===== src/rtl/lrs_pkg.sv =====
package lrs_pkg;

  typedef enum logic {
    ROUTE_BYPASS = 1'b0,
    ROUTE_SPLIT  = 1'b1
  } route_e;

  // Routing word asks for split: bits 3 and 0 set, bit 2 clear, enable set.
  function automatic logic split_requested(logic [3:0] mode, logic enable);
    return mode[3] & mode[0] & ~mode[2] & enable;
  endfunction

  function automatic logic width_legal(int unsigned w, int unsigned maxw);
    return (w != 0) && ((w % 2) == 0) && (w <= maxw);
  endfunction

  function automatic route_e route_decode(logic [3:0] mode, logic enable, logic legal);
    return (split_requested(mode, enable) && legal) ? ROUTE_SPLIT : ROUTE_BYPASS;
  endfunction

  function automatic int unsigned half_of(int unsigned w);
    return w / 2;
  endfunction

endpackage


===== src/rtl/lrs_cfg.sv =====
module lrs_cfg
  import lrs_pkg::*;
#(
  parameter int CFG_W     = 16,
  parameter int MAX_WIDTH = 64
) (
  input  logic             clk,
  input  logic             rst_n,
  input  logic             cfg_we,
  input  logic [1:0]       cfg_addr,
  input  logic [CFG_W-1:0] cfg_wdata,
  input  logic             frame_load,
  output logic [CFG_W-1:0] eff_width,
  output logic [CFG_W-1:0] eff_height,
  output route_e           eff_route,
  output route_e           route_q,
  output logic             err
);

  logic [CFG_W-1:0] sh_width, sh_height, act_width, act_height;
  logic [3:0]       sh_mode;
  logic             sh_split;
  logic             sh_legal;
  route_e           sh_route;

  always_ff @(posedge clk or negedge rst_n) begin
    if (!rst_n) begin
      sh_width  <= '0;
      sh_height <= '0;
      sh_mode   <= '0;
      sh_split  <= 1'b0;
    end else if (cfg_we) begin
      case (cfg_addr)
        2'd0:    sh_width  <= cfg_wdata;
        2'd1:    sh_height <= cfg_wdata;
        2'd2:    sh_mode   <= cfg_wdata[3:0];
        default: sh_split  <= cfg_wdata[0];
      endcase
    end
  end

  always_comb begin
    sh_legal = width_legal(32'(sh_width), MAX_WIDTH);
    sh_route = route_decode(sh_mode, sh_split, sh_legal);
  end

  always_ff @(posedge clk or negedge rst_n) begin
    if (!rst_n) begin
      act_width  <= '0;
      act_height <= '0;
      route_q    <= ROUTE_BYPASS;
      err        <= 1'b0;
    end else if (frame_load) begin
      act_width  <= sh_width;
      act_height <= sh_height;
      route_q    <= sh_route;
      if (split_requested(sh_mode, sh_split) && !sh_legal) err <= 1'b1;
    end
  end

  // The frame-start pixel itself already follows the new settings.
  assign eff_width  = frame_load ? sh_width  : act_width;
  assign eff_height = frame_load ? sh_height : act_height;
  assign eff_route  = frame_load ? sh_route  : route_q;

endmodule


===== src/rtl/lrs_pos.sv =====
module lrs_pos #(
  parameter int CFG_W = 16
) (
  input  logic             clk,
  input  logic             rst_n,
  input  logic             in_valid,
  input  logic             in_sol,
  input  logic             in_sof,
  output logic [CFG_W-1:0] cur_col,
  output logic [CFG_W-1:0] cur_row
);

  logic [CFG_W-1:0] col_q, row_q;

  always_comb begin
    cur_col = in_sol ? '0 : col_q;
    if (in_sof)      cur_row = '0;
    else if (in_sol) cur_row = row_q + 1'b1;
    else             cur_row = row_q;
  end

  always_ff @(posedge clk or negedge rst_n) begin
    if (!rst_n) begin
      col_q <= '0;
      row_q <= '0;
    end else if (in_valid) begin
      col_q <= cur_col + 1'b1;
      row_q <= cur_row;
    end
  end

endmodule


===== src/rtl/lrs_halfbuf.sv =====
module lrs_halfbuf #(
  parameter int DEPTH = 32,
  parameter int PIX_W = 24,
  parameter int AW    = 5
) (
  input  logic             clk,
  input  logic             we,
  input  logic [AW-1:0]    waddr,
  input  logic [PIX_W-1:0] wdata,
  input  logic [AW-1:0]    raddr,
  output logic [PIX_W-1:0] rdata
);

  logic [PIX_W-1:0] mem [DEPTH];

  always_ff @(posedge clk) begin
    if (we) mem[waddr] <= wdata;
  end

  assign rdata = mem[raddr];

endmodule


===== src/rtl/lr_line_splitter.sv =====
module lr_line_splitter
  import lrs_pkg::*;
#(
  parameter int PIX_W     = 24,
  parameter int CFG_W     = 16,
  parameter int MAX_WIDTH = 64
) (
  input  logic             clk,
  input  logic             rst_n,
  input  logic             cfg_we,
  input  logic [1:0]       cfg_addr,
  input  logic [CFG_W-1:0] cfg_wdata,
  input  logic             in_valid,
  input  logic             in_sol,
  input  logic             in_sof,
  input  logic [PIX_W-1:0] in_pix,
  output logic             out0_valid,
  output logic             out0_sol,
  output logic             out0_sof,
  output logic [PIX_W-1:0] out0_pix,
  output logic             out1_valid,
  output logic             out1_sol,
  output logic             out1_sof,
  output logic [PIX_W-1:0] out1_pix,
  output logic             cfg_err
);

  localparam int HALF_MAX = MAX_WIDTH / 2;
  localparam int AW       = (HALF_MAX > 1) ? $clog2(HALF_MAX) : 1;
  localparam int LANES    = 2;

  // Named internal events, also used by the bound checker.
  logic             frame_load;
  logic             is_split;
  logic             left_hit;
  logic             right_hit;
  route_e           eff_route;
  route_e           route_q;
  logic [CFG_W-1:0] eff_width, eff_height, half_w;
  logic [CFG_W-1:0] cur_col, cur_row, right_idx;
  logic [PIX_W-1:0] left_rd;

  assign frame_load = in_valid & in_sof;

  lrs_cfg #(.CFG_W(CFG_W), .MAX_WIDTH(MAX_WIDTH)) u_cfg (
    .clk(clk), .rst_n(rst_n), .cfg_we(cfg_we), .cfg_addr(cfg_addr),
    .cfg_wdata(cfg_wdata), .frame_load(frame_load), .eff_width(eff_width),
    .eff_height(eff_height), .eff_route(eff_route), .route_q(route_q),
    .err(cfg_err)
  );

  lrs_pos #(.CFG_W(CFG_W)) u_pos (
    .clk(clk), .rst_n(rst_n), .in_valid(in_valid), .in_sol(in_sol),
    .in_sof(in_sof), .cur_col(cur_col), .cur_row(cur_row)
  );

  always_comb begin
    half_w    = CFG_W'(half_of(32'(eff_width)));
    is_split  = (eff_route == ROUTE_SPLIT);
    right_idx = cur_col - half_w;
    left_hit  = in_valid & is_split & (cur_row < eff_height) & (cur_col < half_w);
    right_hit = in_valid & is_split & (cur_row < eff_height) &
                (cur_col >= half_w) & (cur_col < eff_width);
  end

  lrs_halfbuf #(.DEPTH(HALF_MAX), .PIX_W(PIX_W), .AW(AW)) u_buf (
    .clk(clk), .we(left_hit), .waddr(cur_col[AW-1:0]), .wdata(in_pix),
    .raddr(right_idx[AW-1:0]), .rdata(left_rd)
  );

  logic [LANES-1:0] nx_v, nx_sol, nx_sof, q_v, q_sol, q_sof;
  logic [PIX_W-1:0] nx_pix [LANES];
  logic [PIX_W-1:0] q_pix  [LANES];

  always_comb begin
    nx_v      = '0;
    nx_sol    = '0;
    nx_sof    = '0;
    nx_pix[0] = '0;
    nx_pix[1] = '0;
    if (in_valid && !is_split) begin
      nx_v[0]   = 1'b1;
      nx_sol[0] = in_sol;
      nx_sof[0] = in_sof;
      nx_pix[0] = in_pix;
    end else if (right_hit) begin
      nx_v      = '1;
      nx_sol    = {LANES{right_idx == '0}};
      nx_sof    = {LANES{(right_idx == '0) && (cur_row == '0)}};
      nx_pix[0] = left_rd;
      nx_pix[1] = in_pix;
    end
  end

  for (genvar g = 0; g < LANES; g++) begin : g_lane
    always_ff @(posedge clk or negedge rst_n) begin
      if (!rst_n) begin
        q_v[g]   <= 1'b0;
        q_sol[g] <= 1'b0;
        q_sof[g] <= 1'b0;
        q_pix[g] <= '0;
      end else begin
        q_v[g]   <= nx_v[g];
        q_sol[g] <= nx_sol[g];
        q_sof[g] <= nx_sof[g];
        q_pix[g] <= nx_pix[g];
      end
    end
  end

  assign out0_valid = q_v[0];
  assign out0_sol   = q_sol[0];
  assign out0_sof   = q_sof[0];
  assign out0_pix   = q_pix[0];
  assign out1_valid = q_v[1];
  assign out1_sol   = q_sol[1];
  assign out1_sof   = q_sof[1];
  assign out1_pix   = q_pix[1];

endmodule


===== config.mk =====
export PLATFORM = sky130hd
export DESIGN_NAME = lr_line_splitter
export DESIGN_NICKNAME = d
export VERILOG_FILES = /design/src/rtl/lrs_pkg.sv /design/src/rtl/lrs_cfg.sv /design/src/rtl/lrs_pos.sv /design/src/rtl/lrs_halfbuf.sv /design/src/rtl/lr_line_splitter.sv
export SDC_FILE = /design/constraint.sdc
export NUM_CORES = 1
export LEC_CHECK = 0
export BUFFER_PORTS_ARGS = -buffer_cell sky130_fd_sc_hd__buf_2
export CORE_MARGIN = 8
export CORE_UTILIZATION = 58
export CTS_BUF_LIST = sky130_fd_sc_hd__clkbuf_2
export CTS_CLUSTER_SIZE = 25
export DETAILED_ROUTE_END_ITERATION = 12
export GPL_TIMING_DRIVEN = 0
export PLACE_DENSITY = 0.79
export SLEW_MARGIN = 25
export SYNTH_ARGS = -nofsm -noshare
export SYNTH_HDL_FRONTEND = slang
export SYNTH_SLANG_ARGS = --single-unit

===== constraint.sdc =====
create_clock -name clk -period 4.9 [get_ports clk]
set_clock_uncertainty 0.2 [all_clocks]
set_input_delay 1.225 -clock clk [delete_from_list [all_inputs] [get_ports clk]]
set_output_delay 1.225 -clock clk [all_outputs]
set_load 0.02 [all_outputs]

* After elaboration in Yosys (flattened, before gate mapping)
Memories as Yosys holds them, arrays and structs flattened.
Index checks and enable logic that the tools add are counted.
** Storage, ports and cells
- Memories :: 1
- Input bits :: 48
- Output and inout bits :: 55
- Register bits :: 157
- RAM bits :: 768
- Word-level logic and storage cells :: 80
** Cells by class
- Order comparisons :: 5
- Bitwise operators :: 11
- Eq/ne operators :: 2
- Muxes and demuxes :: 21
- Reductions and logical operators :: 19
- Add/sub/neg operators :: 3
** Memory list
- u_buf.mem :: words 32, width 24, rd ports 1, clocked after memory_dff 0, wr ports 1, line lrs_halfbuf.sv:14 : logic [PIX_W-1:0] mem [DEPTH];
** Operator list (count)
- 2-to-1 mux 16 bit :: 5
- 2-to-1 mux 24 bit :: 2
- 2-to-1 mux 48 bit :: 1
- adder 16 x 1 -> 16 bit (second input constant) :: 2
- zero test 16 bit :: 2
- zero test 32 bit :: 1
- less-than comparator 16 bit :: 2
- greater-or-equal comparator 16 x 15 -> 1 bit :: 1
- less-or-equal comparator 16 x 7 -> 1 bit (second input constant) :: 1
- less-than comparator 16 x 15 -> 1 bit :: 1
- nonzero test 16 bit :: 1
- subtractor 16 x 15 -> 16 bit :: 1
- 2-to-1 mux 1 bit :: 10
- AND reduction 2 bit :: 5
- AND 1 bit :: 9
- logical AND 1 bit :: 6
- 2-to-1 mux 2 bit :: 3
- OR reduction 3 bit :: 1
- equality test 2 x 1 -> 1 bit (second input constant) :: 1
- equality test 2 bit (second input constant) :: 1
- zero test 1 bit :: 2
- zero test 2 bit :: 1
- inverter 1 bit :: 2

* Longest topological paths before layout
Gate-level depths: netlist (run 1).
- Depth in word-level cells :: 12
- Mapped depth :: 16
- Depth with buffers taken out :: 14

* Modules after synthesis
A second synthesis (run 1) with hierarchy kept.
** Unflattened totals
- Cells, all modules :: 2459
- Area total of the unflattened synthesis :: 38465.6 µm²
** By module, submodules not included
- lrs_halfbuf :: times used 1, area each 30002.5 µm², cells each 1687
- lr_line_splitter :: times used 1, area each 3647.2 µm², cells each 381
- lrs_cfg :: times used 1, area each 2672.6 µm², cells each 163
- lrs_pos :: times used 1, area each 2143.3 µm², cells each 228

* Least setup slack after synthesis (run 1)
Ideal clock, no wire load.
- Path kind :: in2reg
- Start :: input in_valid
- End :: memory u_buf.mem[23][0] (enable)
- Arrival time :: 5.220 ns
- Setup slack :: -0.924 ns
- Setup time :: 0.405 ns
- Buffers on the path :: 3
- Data required time :: 4.295 ns
- Cell stages on the path :: 13
- Cell sequence :: clkbuf_1 -> nand2_1 -> buf_1 -> mux2i_1 -> ha_1 -> clkbuf_1 -> and3_1 -> a211oi_1 -> a221oi_1 -> nor3_1 -> o311a_1 -> nand2_1 -> nor2_1
** On the way
- Word-level cells in the longest chain between the ends :: 7
** RTL lines
- start, declared :: line lr_line_splitter.sv:13 : input logic in_valid,
- AND 1 bit :: line lr_line_splitter.sv:43 : assign frame_load = in_valid & in_sof;
- 2-to-1 mux 16 bit / 2-to-1 mux 1 bit (equally long branches) :: line lrs_cfg.sv:63, lrs_cfg.sv:64
- less-than comparator 16 bit / AND 1 bit (equally long branches) :: line lr_line_splitter.sv:61 : left_hit = in_valid & is_split & (cur_row < eff_height) & (cur_col < half_w);
- AND 1 bit :: line lr_line_splitter.sv:61
- AND 1 bit * :: line lr_line_splitter.sv:61
- 2-to-1 mux 1 bit * :: line lrs_halfbuf.sv:17 : if (we) mem[waddr] <= wdata;
- 2-to-1 mux 1 bit (implied by the code) * :: line lrs_halfbuf.sv:17
- end, declared :: line lrs_halfbuf.sv:14
Mark *: on every way between the ends. The rest lies on a longest branch, timed or not.

==> reports/summary.txt, run 1 <==
Outcome: complete, no violations
Layout fillers: 4,070
Crit path largest cell delay: 620 ps
Post-route design area: 43,710 um^2
Worst vdd ir: 0.2778 mV
Initial antenna violation count: 8
Clock tree from TritonCTS: built
Drt first pass iters: 6
Int Pwr: 12.98 mW
Met3 Use GR: 8.984%
Slew HR: 24.99%
Arrival @ worst endpoint: 5950 ps
Endpoints failing setup: 0
Most frequent cells in the layout: edfxtp_1, clkbuf_2, mux4_2, dfrtp_1, buf_2
Post-DP Area: 39,450 um^2
Num CTS Buffers: 213
Setup_tns: 0 ps
Drt wl/cell: 28.97 um
PwrDens: 467.4 nW/um^2
Slew Viols, Final: 0
Clock power frac: 24.2%
DIE WIDTH: 270.3 um
Num rows: 93
Initial DRC Count: 3,498
Library cells used by synthesis: 64
Nets: 2,663
Startpoint type of the worst setup path: input port
EDFF count, synth: 768
MaxCap Viol Count: 0
Max FO, Critical Path: 10
Gate power share: 33.0%
Hold Path Class: input port to flip-flop
Worst hold-check slack: 103.1 ps
Die Y: 270.3 um
First-pass GRT wire length: 151.1 mm
CTS root buf: clkbuf_2
Final wirelength: 104.3 mm
Port Buffers: 100
ANT nets after route: 0
Worst-skew pair later-pin latency: 1500 ps
Vias: 23,162
Crit. End Element: flip-flop
M1 GR Usage: 36.40%
Busiest grt layer: met2
Main flop type after synthesis: edfxtp_1
FF+latch count, synth: 924
Fmax: 0.2059 GHz
Clk sinks: 924
GR Util met2: 42.80%
Most common cell after layout, fill and taps aside: edfxtp_1
Crit-path cells: clkbuf_2 -> nand2_4 -> buf_4 -> mux2i_1 -> fa_1 -> xor2_4 -> clkbuf_2 -> clkbuf_1 -> mux2i_1 -> a211oi_1 -> a21oi_1 -> o21ai_0
Flop pwr share: 42.8%
GP Congestion: 0.9250
Synthesis-to-layout area growth: 16.53%
Max clock buf depth: 3
Ys async rst share: 16.88%
Register area share after synthesis: 71.89%
Final hold vios: 0
Clk pin slew, worst setup/hold paths: 120 ps
Boundary Pins: 103
Worst slew pin tran: 1122 ps
Layout cell share with drive strength beyond 1: 35.05%
Synth Instances: 2,059
Initial core utilization: 58.40%
Maximum number of pins on one net before global-route repair: 89
Final worst setup slack: 43.08 ps
Die area: 73,060 um^2
Synth warn: 0
Total GRT Usage: 28.08%
Slowest stage cell, crit path: mux2i_1
Leakage: 15.84 nW
Global route total overflow: 0
Minimum clock period: 4857 ps
Final Cycle Share: 99.12%
DRC viols: 0
Switching Share: 36.46%
Pre-CTS WS: -2270 ps
H-Tree Depth: 4
Via density: 6.436
Switching pwr: 7.449 mW
Syn Area/Cell: 18.22 um^2
Syn_nets: 2,158
Worst EP required: 5990 ps
Core area: 64,230 um^2
Final HPWL DP: 58.88 mm
Synthesized area: 37,510 um^2
WS Path Type: input port to flip-flop
Power, Total: 20.43 mW
Number of global-route vias before repair: 23,503
-- critical path: cells and delay by family --
| family | cells | cell delay [ps] |
|---|---|---|
| adder cells (fa/ha/maj) | 1 | 430 |
| AND/OR/NAND/NOR | 1 | 190 |
| buffers and inverters | 4 | 1570 |
| XOR/XNOR | 1 | 500 |
| AO/OA/AOI/OAI | 3 | 1100 |
| multiplexers | 2 | 910 |
-- path summary, 6_finish.rpt --
check / startpoint / to / slack (ps) / depth (start not counted)
min in group asynchronous: rst_n / u_cfg.sh_height[9] / 110 / 2
min reg2reg: u_cfg.act_height[12] / u_cfg.act_height[12] / 300 / 2
min: in_pix[0] / u_buf.mem[9][0] / 100 / 1
max in group asynchronous: rst_n / out1_pix[8] / 3520 / 3
max reg2reg: u_cfg.sh_width[1] / out0_pix[15] / 100 / 10
max: in_valid / out0_pix[7] / 40 / 12
-- kinds of logic (layout without fill, tap and decap cells) --
logic type,after synthesis,count (layout),share of synthesized area (%)
flops,924,924,71.89
simple gates,328,360,4.650
mux,327,327,15.32
compound gates,247,247,4.223
buf+inv,157,799,1.608
fa+ha+maj,51,51,1.721
xor+xnor,25,25,0.5837
other cells,0,11,0
-- power groups by stage --
stage	Combinational [mW]	Sequential (mW)	Clock [mW]
floorplan	4.07	8.91	0
global placement	6.21	8.91	0
detailed placement	6.34	8.92	0
CTS	6.43	8.74	4.96
global route	6.99	8.76	5.36
finish	6.74	8.75	4.94
-- metal layers --
metal | vias to the layer above | part of all wire [%]
met3 | 334 | 13
met2 | 1868 | 46
met4 | 0 | 5.4
met1 | 11530 | 36
met5 | - | 0
li1 | 9430 | -
-- area by class of cell --
cell class	instances	area (um^2)	area share, %
clock buffer	320	1602	3.664
buffer	106	499.2	1.142
timing repair buffer	258	2322	5.313
multi-input combinational	1010	10680	24.44
tap	855	1070	2.447
inverter	51	191.4	0.4380
clock inverter	64	350.3	0.8015
antenna	11	27.53	0.06298
sequential	924	26970	61.69
-- state kept, by name, summed over array words and instances (netlist names), 3 cells and up --
register          cells
u_cfg.sh_width       16
out1_pix             24
u_cfg.act_width      16
u_buf.mem           768
u_pos.col_q          16
u_cfg.sh_height      16
u_pos.row_q          16
u_cfg.act_height     16
out0_pix             24
u_cfg.sh_mode         3
-- cell usage after synthesis (13+ instances only) --
cell | instances | area share [%]
dfrtp_1 | 156 | 10
o21ai_0 | 38 | 0.51
edfxtp_1 | 768 | 61
nand4_1 | 15 | 0.25
and2_1 | 26 | 0.43
nor2_1 | 66 | 0.66
nand2_1 | 70 | 0.70
a21oi_1 | 80 | 1.1
a211oi_1 | 77 | 1.5
ha_1 | 50 | 1.7
xnor2_1 | 13 | 0.30
mux2i_1 | 77 | 2.1
nand3_1 | 18 | 0.24
mux4_2 | 192 | 12
buf_1 | 21 | 0.21
inv_1 | 51 | 0.51
nor2b_1 | 67 | 1.1
clkbuf_1 | 74 | 0.74
mux2_2 | 58 | 1.7
-- metrics by stage --
stage / instances / utilization (%)
after global routing: 3596 / 68.04
after CTS: 3562 / 67.43
after detailed placement: 3015 / 61.42
final: 3599 / 68.05
after global placement: 3014 / 61.35
after floorplan: 2059 / -
-- timing repair --
| action | CTS | global route |
|---|---|---|
| endpoints found under the setup margin | 803 | 756 |
| buffers inserted | 109 | 26 |
| gates resized for setup | 62 | 27 |
| gates cloned | 32 | 0 |
| hold buffers | 22 | 0 |
| pin swaps | 60 | 8 |
| hold endpoints to repair | 192 | 0 |
Power figures use the tool's default switching activity.
==> run 2, diff against run 1 <==
BUFFER_PORTS_ARGS = -buffer_cell sky130_fd_sc_hd__buf_4   (was -buffer_cell sky130_fd_sc_hd__buf_2)
SETUP_SLACK_MARGIN = 0.3   (was unset)
==> reports/summary.txt, run 2 (synthesis gave the netlist of run 1 again) <==
H-Tree Depth: 4 (unchanged)
PwrDens: 457.2 nW/um^2 (-2.2%)
Max reg flops: 768 (unchanged)
First-pass GRT wire length: 149.2 mm (-1.2%)
Maximum number of pins on one net before global-route repair: 89 (unchanged)
Switching pwr: 7.269 mW (-2.4%)
Worst hold-check slack: 140.0 ps (+36.88 ps)
Slew HR: 27.01% (+2.0 points)
GP Congestion: 0.9056 (-2.1%)
Clock tree from TritonCTS: built
Clk pin slew, worst setup/hold paths: 110 ps (about the same)
Int Pwr: 13.08 mW (+0.79%)
Slew Viols, Final: 0 (unchanged)
Leakage: 16.11 nW (+1.7%)
ANT nets after route: 0 (unchanged)
Via density: 6.272 (-2.5%)
Die area: 73,060 um^2 (unchanged)
Startpoint type of the worst setup path: input port
Most common cell after layout, fill and taps aside: edfxtp_1
Crit-path most repeated cell: clkbuf_2
Initial core utilization: 58.40% (unchanged)
Crit. End Element: flip-flop
Final wirelength: 103.2 mm (-1.0%)
Num rows: 93 (unchanged)
DRC viols: 0 (unchanged)
Minimum clock period: 4538 ps (-318.8 ps)
Number of global-route vias before repair: 23,206 (-1.3%)
WS Path Type: input port to flip-flop
Synthesis-to-layout area growth: 18.67%
Final hold vios: 0 (unchanged)
Most flops, register: u_buf.mem
Most frequent cells in the layout: edfxtp_1, clkbuf_2, buf_4, mux4_2, dfrtp_1
Slowest stage cell, crit path: clkdlybuf4s15_2
Gate power share: 33.0% (about the same)
Switching Share: 35.72% (-0.74 points)
Post-route design area: 44,510 um^2 (+1.8%)
Fmax: 0.2204 GHz (+7.0%)
Layout cell share with drive strength beyond 1: 35.90% (+0.84 points)
Setup_tns: 0 ps (unchanged)
Pre-CTS WS: -2295 ps (-24.70 ps)
Post-DP Area: 39,800 um^2 (+0.90%)
Worst EP required: 5890 ps (-100 ps)
Max clock buf depth: 3 (unchanged)
Crit path largest cell delay: 610 ps (about the same)
Endpoints failing setup: 0 (unchanged)
Final Cycle Share: 92.62% (-6.5 points)
Boundary Pins: 103 (unchanged)
Initial antenna violation count: 5 (-3)
Clk sinks: 924 (unchanged)
Buffers & Inverters on Critical Path: 6 (+2)
Flop pwr share: 43.0% (+0.2 points)
Worst vdd ir: 0.2892 mV (+4.1%)
Core area: 64,230 um^2 (unchanged)
Outcome: complete, no violations
Final worst setup slack: 361.9 ps (+318.8 ps)
CTS root buf: clkbuf_2
Arrival @ worst endpoint: 5530 ps (-420 ps)
Crit-path cells: buf_4 -> clkbuf_2 -> clkbuf_2 -> nand2b_1 -> inv_1 -> fa_1 -> xor2_4 -> clkbuf_2 -> clkdlybuf4s15_2 -> mux2i_1 -> a211oi_1 -> a21oi_1 -> o21ai_0
Worst slew pin tran: 1092 ps (-30.25 ps)
Die Y: 270.3 um (unchanged)
Total GRT Usage: 27.83% (-0.26 points)
Unrepaired setup endpoints after global routing: yes
Layout fillers: 4,091 (+0.52%)
Drt first pass iters: 6 (unchanged)
Power, Total: 20.35 mW (-0.38%)
DIE WIDTH: 270.3 um (unchanged)
Clock power frac: 24.0% (-0.2 points)
Num CTS Buffers: 213 (unchanged)
Global route total overflow: 0 (unchanged)
Initial DRC Count: 2,784 (-20%)
Hold Path Class: input port to asynchronous set/reset pin
Nets: 2,707 (+1.7%)
CP top delay family: buffers and inverters
Worst-skew pair later-pin latency: 1420 ps (-80 ps)
Max FO, Critical Path: 10 (unchanged)
Final HPWL DP: 59.72 mm (+1.4%)
Port Buffers: 100 (unchanged)
Drt wl/cell: 28.33 um (-2.2%)
Vias: 22,843 (-1.4%)
MaxCap Viol Count: 0 (unchanged)
## run 2: power by group through the flow
stage / registers, mW / clock network (mW) / logic, mW
2_1_floorplan: 8.91 / 0 / 4.09
3_3_place_gp: 8.91 / 0 / 6.21
3_5_place_dp: 8.92 / 0 / 6.30
4_1_cts: 8.74 / 4.94 / 6.49
5_1_grt: 8.76 / 5.35 / 7.02
6_report: 8.74 / 4.89 / 6.72
## run 2: cell type report
| type | count | area (um^2) | share of cell area, % |
|---|---|---|---|
| diodes | 4 | 10.01 | 0.02249 |
| plain buffers | 106 | 510.5 | 1.147 |
| clock buffers | 299 | 1496 | 3.362 |
| clock inverters | 91 | 476.7 | 1.071 |
| inverters | 51 | 191.4 | 0.4301 |
| multi-input cells | 1010 | 10790 | 24.25 |
| flip-flops and latches | 924 | 26970 | 60.59 |
| well taps | 855 | 1070 | 2.403 |
| repair buffers | 302 | 2993 | 6.724 |
## run 2: worst reg2reg max path, delay by kind of cell, from the launching register on
kind / cells / cell delay (ps)
multiplexers: 3 / 1310
buffers and inverters: 3 / 1500
flip-flops: 1 / 420
adder cells (fa/ha/maj): 1 / 280
AO/OA/AOI/OAI: 3 / 590
## run 2: path summary, 6_finish.rpt
path,start,to,slack [ps],depth (start not counted)
max,in_sol,out0_pix[21],360,13
min,rst_n,u_cfg.sh_height[8],140,2
max reg2reg,u_cfg.sh_width[1],out0_pix[12],370,10
min reg2reg,u_cfg.act_height[4],u_cfg.act_height[4],300,2
max in group asynchronous,rst_n,u_cfg.act_width[2],3420,3
min in group clk,in_sof,u_cfg.act_width[0],170,3
## run 2: what timing repair did
item,4_1_cts,5_1_grt
resized for setup,86,26
endpoints found under the setup margin,822,782
pin swaps,67,8
cloned,32,1
buffers inserted,133,20
hold buffers,47,0
endpoints found under the hold margin,476,0
## run 2: routing by layer
metal / wire length (um) / vias to the layer above / GRT usage [%]
met1: 37740 / 11488 / 36.53
met4: 4730 / 2 / 13.67
met3: 12490 / 271 / 7.798
li1: - / 9514 / -
met2: 48220 / 1568 / 42.94
met5: 13 / - / 0
## run 2: through the flow
stage | util, % | std cells
floorplan | - | 2059
global placement | 61.90 | 3014
detailed placement | 61.97 | 3015
CTS | 68.79 | 3617
global route | 69.29 | 3641
finish | 69.30 | 3642
